`config.mk`:
```
export PLATFORM = sky130hd
export DESIGN_NAME = lpbk_steer_top
export DESIGN_NICKNAME = d
export VERILOG_FILES = /design/src/rtl/lpbk_pkg.sv /design/src/rtl/lpbk_mode_reg.sv /design/src/rtl/lpbk_par_src.sv /design/src/rtl/lpbk_serial_route.sv /design/src/rtl/lpbk_steer_top.sv
export SDC_FILE = /design/constraint.sdc
export NUM_CORES = 1
export LEC_CHECK = 0
export BUFFER_PORTS_ARGS = -buffer_cell sky130_fd_sc_hd__buf_2
export CAP_MARGIN = 0
export CORE_UTILIZATION = 41
export CTS_CLUSTER_SIZE = 8
export DETAILED_ROUTE_END_ITERATION = 6
export PLACE_DENSITY = 0.82
export SKIP_LAST_GASP = 1
export SLEW_MARGIN = 10
export SYNTH_ARGS = -nofsm -noshare
export SYNTH_HDL_FRONTEND = slang
export SYNTH_SLANG_ARGS = --single-unit
```
`constraint.sdc`:
```
create_clock -name clk -period 1.6 [get_ports clk]
set_clock_uncertainty 0.1 [all_clocks]
set_input_delay 0 -clock clk [delete_from_list [all_inputs] [get_ports clk]]
set_output_delay 0 -clock clk [all_outputs]
set_load 0.03 [all_outputs]
```
`src/rtl/lpbk_pkg.sv`:
```
package lpbk_pkg;
  localparam int BYTE_W = 8;
  localparam int LINK_W = 3;
  localparam int SEL_W  = 2;
  localparam logic [BYTE_W-1:0] IDLE_COMMA = 8'hBC;

  typedef enum logic [SEL_W-1:0] {
    LB_NORM = 2'b00,
    LB_PAR  = 2'b01,
    LB_SER  = 2'b10,
    LB_RSVD = 2'b11
  } lb_mode_e;

  typedef enum logic [LINK_W-1:0] {
    LS_OK     = 3'b000,
    LS_LOS    = 3'b001,
    LS_RESYNC = 3'b010,
    LS_DISP   = 3'b011,
    LS_OOB    = 3'b100,
    LS_UNDER  = 3'b101,
    LS_OVER   = 3'b110,
    LS_RSVD   = 3'b111
  } link_st_e;

  // Link down or resynchronizing: the loop must emit idle commas.
  function automatic logic link_wants_idle(input logic [LINK_W-1:0] st);
    return (st == LS_LOS) || (st == LS_RESYNC);
  endfunction

  function automatic logic loop_flag(input logic [LINK_W-1:0] st, input logic kst);
    return link_wants_idle(st) ? 1'b1 : kst;
  endfunction

  function automatic logic [BYTE_W-1:0] loop_byte(input logic [LINK_W-1:0] st,
                                                  input logic [BYTE_W-1:0] rxb);
    return link_wants_idle(st) ? IDLE_COMMA : rxb;
  endfunction
endpackage

```
`src/rtl/lpbk_mode_reg.sv`:
```
module lpbk_mode_reg
  import lpbk_pkg::*;
(
  input  logic             clk,
  input  logic             rst,
  input  logic [SEL_W-1:0] sel_in,
  output logic             mode_par,
  output logic             mode_ser
);
  lb_mode_e mode_q;

  always_ff @(posedge clk) begin
    if (rst) mode_q <= LB_NORM;
    else     mode_q <= lb_mode_e'(sel_in);
  end

  // Reserved select decodes to neither loop, i.e. as normal.
  assign mode_par = (mode_q == LB_PAR);
  assign mode_ser = (mode_q == LB_SER);

  AST_MODE_EXCL: assert property (@(posedge clk) disable iff (rst)
    $onehot0({mode_par, mode_ser}));
  AST_SEL_TAKES_PAR: assert property (@(posedge clk) disable iff (rst)
    (!$past(rst) && $past(sel_in) == LB_PAR) |-> mode_par);
  AST_RSVD_IS_NORM: assert property (@(posedge clk) disable iff (rst)
    (!$past(rst) && $past(sel_in) == LB_RSVD) |-> (!mode_par && !mode_ser));
endmodule

```
`src/rtl/lpbk_par_src.sv`:
```
module lpbk_par_src
  import lpbk_pkg::*;
(
  input  logic              clk,
  input  logic              rst,
  input  logic [BYTE_W-1:0] rx_byte,
  input  logic              rx_kstat,
  input  logic [LINK_W-1:0] rx_link,
  output logic [BYTE_W-1:0] lp_byte,
  output logic              lp_cd
);
  logic idle_evt;
  assign idle_evt = link_wants_idle(rx_link);

  always_ff @(posedge clk) begin
    if (rst) begin
      lp_byte <= '0;
      lp_cd   <= 1'b0;
    end else begin
      lp_byte <= loop_byte(rx_link, rx_byte);
      lp_cd   <= loop_flag(rx_link, rx_kstat);
    end
  end

  AST_IDLE_FORCE: assert property (@(posedge clk) disable iff (rst)
    (!$past(rst) && $past(idle_evt)) |-> (lp_cd && lp_byte == IDLE_COMMA));
  AST_FLAG_FOLLOWS_K: assert property (@(posedge clk) disable iff (rst)
    (!$past(rst) && !$past(idle_evt)) |-> (lp_cd == $past(rx_kstat)));
  AST_BYTE_FOLLOWS_RX: assert property (@(posedge clk) disable iff (rst)
    (!$past(rst) && !$past(idle_evt)) |-> (lp_byte == $past(rx_byte)));
endmodule

```
`src/rtl/lpbk_serial_route.sv`:
```
module lpbk_serial_route (
  input  logic mode_ser,
  input  logic ser_tx_bit,
  input  logic line_rx_bit,
  output logic cdr_in,
  output logic line_tx
);
  assign cdr_in  = mode_ser ? ser_tx_bit : line_rx_bit;
  assign line_tx = ser_tx_bit;
endmodule

```
`src/rtl/lpbk_steer_top.sv`:
```
module lpbk_steer_top
  import lpbk_pkg::*;
(
  input  logic              clk,
  input  logic              rst,
  input  logic [SEL_W-1:0]  lb_sel,
  input  logic [BYTE_W-1:0] host_tx_byte,
  input  logic              host_cd,
  input  logic              host_wsync,
  input  logic              host_kchar,
  input  logic [BYTE_W-1:0] rx_byte,
  input  logic              rx_kstat,
  input  logic [LINK_W-1:0] rx_link,
  input  logic              ser_tx_bit,
  input  logic              line_rx_bit,
  output logic [BYTE_W-1:0] enc_byte,
  output logic              enc_cd,
  output logic              enc_wsync,
  output logic              enc_kchar,
  output logic              cdr_in,
  output logic              line_tx
);
  logic              mode_par, mode_ser;
  logic [BYTE_W-1:0] lp_byte;
  logic              lp_cd;

  lpbk_mode_reg u_mode (
    .clk(clk), .rst(rst), .sel_in(lb_sel),
    .mode_par(mode_par), .mode_ser(mode_ser)
  );

  lpbk_par_src u_par (
    .clk(clk), .rst(rst), .rx_byte(rx_byte), .rx_kstat(rx_kstat),
    .rx_link(rx_link), .lp_byte(lp_byte), .lp_cd(lp_cd)
  );

  lpbk_serial_route u_ser (
    .mode_ser(mode_ser), .ser_tx_bit(ser_tx_bit), .line_rx_bit(line_rx_bit),
    .cdr_in(cdr_in), .line_tx(line_tx)
  );

  assign enc_byte  = mode_par ? lp_byte : host_tx_byte;
  assign enc_cd    = mode_par ? lp_cd   : host_cd;
  assign enc_wsync = mode_par ? 1'b0    : host_wsync;
  assign enc_kchar = host_kchar;

  AST_PAR_NO_WSYNC: assert property (@(posedge clk) disable iff (rst)
    mode_par |-> !enc_wsync);
  AST_SER_FEEDS_CDR: assert property (@(posedge clk) disable iff (rst)
    mode_ser |-> (cdr_in == ser_tx_bit));
  AST_HOST_PASS: assert property (@(posedge clk) disable iff (rst)
    !mode_par |-> (enc_byte == host_tx_byte && enc_cd == host_cd));
  AST_LINE_EXT_RX: assert property (@(posedge clk) disable iff (rst)
    !mode_ser |-> (cdr_in == line_rx_bit));
endmodule

```
Word level (Yosys, flattened, before mapping)
Index checks and enable logic that the tools add are counted.

storage, ports and cells
  bits in registers = 11
  logic and storage cells = 16
  bits of input ports = 29
  output and inout port bits = 13

cells by class
  equality and inequality tests = 4
  mux-type cells = 6
  reductions and logical operators = 2

operators by type and width
  operator                                        count
  two-way mux 8 bit                               2
  two-way mux 1 bit                               4
  == test 3 x 1 -> 1 bit (second input constant)  1
  == test 3 x 2 -> 1 bit (second input constant)  1
  == test 2 x 1 -> 1 bit (second input constant)  1
  == test 2 bit (second input constant)           1
  OR reduction 2 bit                              1
  logical OR 1 bit                                1

Logic depth before layout (Yosys ltp)
Gate-level depths: netlist (run 1).

  depth in word-level cells = 3
  depth in mapped cells = 3
  gate-level depth less buffers = 2

Cells and area by module
A second synthesis (run 1) with hierarchy kept.

unflattened totals
  cell total of the unflattened synthesis = 42
  area total of the unflattened synthesis = 546.8 um^2

modules (own cells, without submodules)
  module             area each (um^2)  sequential area each (um^2)  instances  cells an instance
  lpbk_par_src       294.0             180.2                        1          22
  lpbk_steer_top     162.7             0.0                          1          12
  lpbk_mode_reg      67.6              40.0                         1          6
  lpbk_serial_route  22.5              0.0                          1          2

Worst setup path before layout (run 1)
Ideal clock, no wire load.

  path type = register to output
  start = register u_mode.mode_q[0]
  end = output enc_byte[0]
  setup slack = 0.567 ns
  path buffers = 1
  data required time = 1.500 ns
  stages on the path, launching flop included = 4
  data arrival time = 0.933 ns
  cell sequence = dfxtp_1 nor2b_4 buf_12 mux2_4

on the way
  cells in the longest elaborated chain, start to end = 2

ends and longest elaborated chain
  element                   line                  source
  start: declaration        lpbk_mode_reg.sv:10   lb_mode_e mode_q;
  start signal: assignment  lpbk_mode_reg.sv:14   else mode_q <= lb_mode_e'(sel_in);
  == test 2 x 1 -> 1 bit    lpbk_mode_reg.sv:18   assign mode_par = (mode_q == LB_PAR);
  two-way mux 8 bit         lpbk_steer_top.sv:42  assign enc_byte = mode_par ? lp_byte : host_tx_byte;
  end: declaration          lpbk_steer_top.sv:16  output logic [BYTE_W-1:0] enc_byte,

No other way between the ends.

Worst setup path after layout (run 1)
  start = input rst
  end = register u_par.lp_byte[1]

on the way
  cells in the longest elaborated chain, start to end = 1

ends and longest elaborated chain
  element                       line                 source
  start: declaration            lpbk_steer_top.sv:5  input logic rst,
  OR reduction 2 bit (no line)  --
  end signal: assignment        lpbk_par_src.sv:20   lp_byte <= loop_byte(rx_link, rx_byte);
  end: declaration              lpbk_par_src.sv:9    output logic [BYTE_W-1:0] lp_byte,

No other way between the ends.
A chain may end at the register's enable or synchronous reset.

==> results.yml, run 1 <==
timing:
  number_of_failing_hold_endpoints_at_the_final_stage: 0
  max_fclk_mhz: 664
  timing.setup.tns_ns: 0
  period_minus_slack_ns: 1.51
  timing_max_transition_violations_final: 0
  timing.final.crit_share_pct: 94.1
  maxSlewHeadroom_pct: 72.6
  rsz0062_at_grt: "no"
  tightest_slew_ns: 0.409
  final-setup-viol-count: 0
detailed_routing:
  postRouteWirelength_um: 1300
  viasPerCell: 4.72
  ant_nets: 0
  dr.pass1.iters: 1
  drtIter0Drc: 0
  drc_errors: 0
  vias: 529
  wl_per_cell_um: 11.6
floorplan:
  io_pins: 42
  die_h_um: 39.0
  floorplan.initialDensity_pct: 47.4
  die_w_um: 39.0
  std_cell_rows: 12
  core_outline_area_mm2: 0.00119
  floorplan.die_area_mm2: 0.00152
layout:
  mostFrequentLayoutCell: "sky130_fd_sc_hd__buf_2"
  num-fill-cells: 83
  final_cell_area_um2: 946
  antenna-diode-count: 0
  nNetsFinal: 128
  drive_gt1_share_pct: 59.2
  synthToLayoutAreaGrowth_pct: 68.4
  layout_common_cells: "sky130_fd_sc_hd__buf_2 (39), sky130_fd_sc_hd__dlygate4sd3_1 (16), sky130_fd_sc_hd__dfxtp_1 (11)"
clock_network:
  cts.path.max_buffers: 2
  tritoncts.num_buffers: 3
  path_clk_slew_ns: 0.07
  cts_num_sinks: 11
  clock-root-buffer: "sky130_fd_sc_hd__clkbuf_4"
  tritoncts_clock_tree: "done"
  cts-htree-levels: 1
yosys:
  synthesis_warning_total: 0
  synth_nets: 71
  netlist-cell-type-count: 13
  cell_count_after_synthesis: 42
  avgSynthCellArea_um2: 13.4
  synth_seq_area_share_pct: 39.2
  ys_ff_latch: 11
  syn-cell-area_um2: 562
global_routing:
  grt_pass1_vias: 506
  globalRoute.totalOverflow: 0
  grt_use_total_pct: 20.4
  grt_start_max_net_pins: 11
  number_of_antenna_violations_at_the_first_check_in_global_routing: 0
  grt_pass1_wl_um: 1970
hold_path:
  min_delay_worst_endpoint: "u_par.lp_byte[4]"
  hold_start: "rx_link[0]"
  hold_path_depth: 3
  worstHoldPathType: "in -> reg"
setup_path:
  biggest_fanout_along_the_worst_timing_path: 9
  worst-endpoint-arrival_ns: 1.55
  critical-path-top-cell-by-count: "sky130_fd_sc_hd__dlygate4sd3_1"
  worst_ep_required_time_ns: 1.65
  timing.critical_path.to_type: "flop"
  cp_cell_sequence: "dlygate4sd3_1 -> buf_2 -> clkinvlp_4 -> o211a_1 -> dlygate4sd3_1"
  timing.critical_path.from_type: "primary input"
  slowest_delay_ns: 0.55
  timing.setup.critical_path_class: "in -> reg"
  worst_path_max_delay_cell: "sky130_fd_sc_hd__dlygate4sd3_1"
power:
  cellInternalPower_uw: 510
  cellPowerDensity_mw_per_mm2: 751
  vdd_drop_max_uv: 588
  pwr-share-clk_pct: 25.7
  power.leakage_nw: 0.489
  p_sw_uw: 200
  power.switching_fraction_pct: 28.2
  share_comb_of_total_power_pct: 31.8
  power.share.sequential_pct: 42.4
placed_design:
  placed_cell_area_um2: 736
  numPortBuffers: 39
  place_congestion: 0.652
run_status:
  status: "finished, final reports clean"
job:
  cap_violations: 0
power groups by stage:
stage               registers, mW  logic, mW  clock network, mW
detailed placement          0.308      0.185                  0
global route                0.303      0.242              0.196
global placement            0.307      0.181                  0
finish                      0.302      0.226              0.183
floorplan                   0.305      0.137                  0
CTS                         0.302      0.218              0.185
logic make-up (layout without fill, tap and decap cells):
logic type	Yosys count	count (layout)	synth area share (%)
flip-flops	11	11	39.2
multiplexers	10	10	26.7
AO/OA/AOI/OAI	9	9	14.7
AND/OR/NAND/NOR	6	6	8.91
buffers and inverters	5	61	7.57
XOR/XNOR	1	1	2.90
critical path: cells and delay by family:
kind                   cells  cell delay [ns]
buffers and inverters      4             1.38
AO/OA/AOI/OAI              1             0.17
routing by layer:
layer  GRT usage [%]  share of wire (%)  up-vias  routed length, um
met5               0                  0        -                  0
met2            41.3                 55       26                720
met4            15.5               0.92        0                 12
li1                -                  -      263                  -
met3            3.47                6.5        2                 85
met1            16.5                 37      238                479
layout make-up:
cell class | instances | area, um2 | area share [%]
Timing Repair Buffer | 56 | 375 | 39.7
Multi-Input combinational cell | 26 | 299 | 31.6
Sequential cell | 11 | 220 | 23.3
Clock buffer | 4 | 26.3 | 2.78
Tap cell | 14 | 17.5 | 1.85
Inverter | 1 | 7.51 | 0.794
synthesized netlist by cell type:
cell / instances / share of area (%)
sky130_fd_sc_hd__clkbuf_1: 1 / 0.67
sky130_fd_sc_hd__o211a_1: 3 / 5.3
sky130_fd_sc_hd__nor2b_1: 2 / 2.2
sky130_fd_sc_hd__dfxtp_1: 11 / 39
sky130_fd_sc_hd__mux2_4: 10 / 27
sky130_fd_sc_hd__or2_0: 1 / 1.1
sky130_fd_sc_hd__nor2b_4: 1 / 2.4
sky130_fd_sc_hd__clkinv_1: 1 / 0.67
sky130_fd_sc_hd__buf_12: 1 / 3.6
sky130_fd_sc_hd__xnor2_2: 1 / 2.9
sky130_fd_sc_hd__o2bb2ai_1: 6 / 9.4
sky130_fd_sc_hd__and2b_2: 2 / 3.1
sky130_fd_sc_hd__buf_4: 2 / 2.7
metrics by stage:
stage / util [%] / hold WS [ns] / std cells / worst slack, ns / power [mW]
final: 79.7 / 0.0637 / 112 / 0.0940 / 0.711
after CTS: 77.7 / 0.0393 / 111 / 0.0198 / 0.705
after floorplan: - / -0.0284 / 42 / 0.567 / 0.442
after detailed placement: 62.0 / -0.0996 / 91 / 0.310 / 0.493
after global placement: 62.0 / -0.0996 / 91 / 0.353 / 0.488
after global routing: 79.7 / 0.0755 / 112 / 0.0128 / 0.741
how the worst max path moves through the flow:
stage                                 from               end  slack [ns]  cells after the start
after global routing                   rst  u_par.lp_byte[1]        0.01                      5
after global placement    u_mode.mode_q[0]       enc_byte[2]        0.35                      3
after CTS                 u_mode.mode_q[0]       enc_byte[5]        0.02                      3
after floorplan           u_mode.mode_q[0]       enc_byte[0]        0.57                      3
after detailed placement  u_mode.mode_q[0]       enc_byte[5]        0.31                      3
final                                  rst  u_par.lp_byte[1]        0.09                      5
state kept, by name, summed over array words and instances, names as in the netlist:
signal,flops
u_mode.mode_q,2
u_par.lp_cd,1
u_par.lp_byte,8
what timing repair did:
item                                   4_1_cts  5_1_grt
endpoints found under the hold margin       12        0
hold buffers                                16        0
resized for setup                            0        1
setup buffers                                0        1
setup endpoints to repair                    0       12
Note: power is estimated with default switching activity, not from simulation.
==> run 2, diff against run 1 <==
Settings changed: PLACE_DENSITY 0.82 to 0.83.
==> run 2 against run 1 <==
Against the previous run: sequential cell count stayed put; sequential share of layout area stayed put; via count is 1.3% higher; clock power hardly changed; non-clock buffer count stayed put; die area stayed put.
==> results.yml, run 2 (synthesis results as in run 1) <==
timing:
  number_of_failing_hold_endpoints_at_the_final_stage: 0
  final-setup-viol-count: 0
  max_fclk_mhz: 659
  timing.final.crit_share_pct: 94.8
  timing_max_transition_violations_final: 0
  maxSlewHeadroom_pct: 74.3
  timing.final.ws_setup_ns: 0.0837
  tightest_slew_ns: 0.383
  timing.setup.tns_ns: 0
  rsz0062_at_grt: "no"
  period_minus_slack_ns: 1.52
layout:
  seq_area_um2: 220
  synthToLayoutAreaGrowth_pct: 68.4
  nNetsFinal: 128
  antenna-diode-count: 0
  multi_input_comb_area_um2: 299
  layout_common_cells: "sky130_fd_sc_hd__buf_2 (39), sky130_fd_sc_hd__dlygate4sd3_1 (16), sky130_fd_sc_hd__dfxtp_1 (11)"
  largest_register_ffs: 8
  final_cell_area_um2: 946
  drive_gt1_share_pct: 59.2
  mostFrequentLayoutCell: "sky130_fd_sc_hd__buf_2"
  biggestRegsByFlops: "u_par.lp_byte: 8 flops, u_mode.mode_q: 2 flops, u_par.lp_cd: 1 flops"
  fin_util_pct: 79.7
  num-fill-cells: 79
  registers.top_by_ff_count: "u_par.lp_byte"
detailed_routing:
  drtIter0Drc: 4
  vias: 536
  dr.pass1.iters: 4
  viasPerCell: 4.79
  routedLengthMet1_um: 442
  detailroute.wirelength.met2_um: 716
  met3_length_um: 91
  ant_nets: 0
  route.top_layer_used: "met4"
  wl_per_cell_um: 11.5
  drc_errors: 0
  postRouteWirelength_um: 1290
floorplan:
  floorplan.initialDensity_pct: 47.4
  io_pins: 42
  floorplan.die_area_mm2: 0.00152
  std_cell_rows: 12
  core_outline_area_mm2: 0.00119
  die_w_um: 39.0
  die_h_um: 39.0
clock_network:
  cts_num_sinks: 11
  cts-htree-levels: 1
  tritoncts.num_buffers: 3
  path_clk_slew_ns: 0.07
  clock-root-buffer: "sky130_fd_sc_hd__clkbuf_4"
  tritoncts_clock_tree: "done"
  cts.path.max_buffers: 2
placed_design:
  numPortBuffers: 39
  placed_cell_area_um2: 736
  place_congestion: 0.611
  pre_cts_ws_ns: 0.321
global_routing:
  grt_pass1_wl_um: 1740
  number_of_antenna_violations_at_the_first_check_in_global_routing: 0
  globalRoute.totalOverflow: 0
  grt_start_max_net_pins: 11
  grt_use_total_pct: 17.7
  grt_pass1_vias: 440
power:
  share_comb_of_total_power_pct: 31.8
  p_sw_uw: 203
  power.share.sequential_pct: 42.3
  cellPowerDensity_mw_per_mm2: 754
  pwr-share-clk_pct: 25.9
  power.leakage_nw: 0.489
  cellInternalPower_uw: 510
  vdd_drop_max_uv: 453
  power.switching_fraction_pct: 28.4
setup_path:
  worst_path_max_delay_cell: "sky130_fd_sc_hd__dlygate4sd3_1"
  timing.critical_path.from_type: "primary input"
  timing.setup.critical_path_class: "in -> reg"
  worst_ep_required_time_ns: 1.64
  critical-path-top-cell-by-count: "sky130_fd_sc_hd__dlygate4sd3_1"
  worstPathBufferInverterCount: 4
  slowest_delay_ns: 0.55
  cp_cell_sequence: "dlygate4sd3_1 -> buf_2 -> clkinvlp_4 -> o211a_1 -> dlygate4sd3_1"
  timing.critical_path.to_type: "flop"
  worst-endpoint-arrival_ns: 1.56
  critPathTopFamily: "buffers and inverters"
  biggest_fanout_along_the_worst_timing_path: 9
hold_path:
  hold_path_depth: 3
  worstHoldPathType: "in -> reg"
  min_delay_worst_endpoint: "u_par.lp_byte[5]"
  hold_start: "rx_link[0]"
job:
  cap_violations: 0
run_status:
  status: "finished, final reports clean"
==> run 2: cell counts in the layout (fill, tap and decap cells not counted) <==
Identical to the previous run, type by type.
==> run 2: metal layers <==
metal  vias up  track usage, %
li1        264               -
met1       235            14.1
met2        32            35.0
met3         5            4.05
met4         0            13.8
met5         -               0
==> run 2: layout make-up <==
| cell class | instances | share of cell area, % |
|---|---|---|
| multi-input combinational | 26 | 31.6 |
| clock buffer | 4 | 2.78 |
| tap | 14 | 1.85 |
| timing repair buffer | 56 | 39.7 |
| inverter | 1 | 0.794 |
| sequential | 11 | 23.3 |
==> run 2: repair_timing <==
item | in CTS | in global routing
resized for setup | 0 | 1
endpoints found under the setup margin | 0 | 10
hold buffers | 16 | 0
setup buffers | 0 | 1
hold endpoints to repair | 12 | 0
==> run 2: how the worst max path moves through the flow <==
stage / slack, ns / cells past startpoint / from / to
global placement: 0.36 / 3 / u_mode.mode_q[0] / enc_byte[5]
floorplan: 0.57 / 3 / u_mode.mode_q[0] / enc_byte[0]
detailed placement: 0.32 / 3 / u_mode.mode_q[0] / enc_cd
CTS: 0.03 / 3 / u_mode.mode_q[0] / enc_cd
finish: 0.08 / 5 / rst / u_par.lp_byte[0]
global route: 0.06 / 5 / rst / u_par.lp_byte[0]
==> run 2: power by group through the flow <==
stage               Clock [mW]  Combinational (mW)  Sequential, mW
global route             0.199               0.240           0.303
floorplan                    0               0.137           0.305
global placement             0               0.181           0.307
CTS                      0.179               0.217           0.302
detailed placement           0               0.183           0.308
finish                   0.185               0.226           0.302
==> run 2: per-stage QoR <==
stage,std cells,power (mW),hold slack [ns]
final,112,0.713,0.0395
after floorplan,42,0.442,-0.0284
after global placement,91,0.488,-0.0996
after detailed placement,91,0.491,-0.0996
after CTS,111,0.697,0.0390
after global routing,112,0.742,0.0734
==> run 2: tightest hold or removal path: stages <==
cell and delay (ns):
sky130_fd_sc_hd__buf_2 0.10, sky130_fd_sc_hd__xnor2_2 0.13, sky130_fd_sc_hd__o2bb2ai_1 0.16
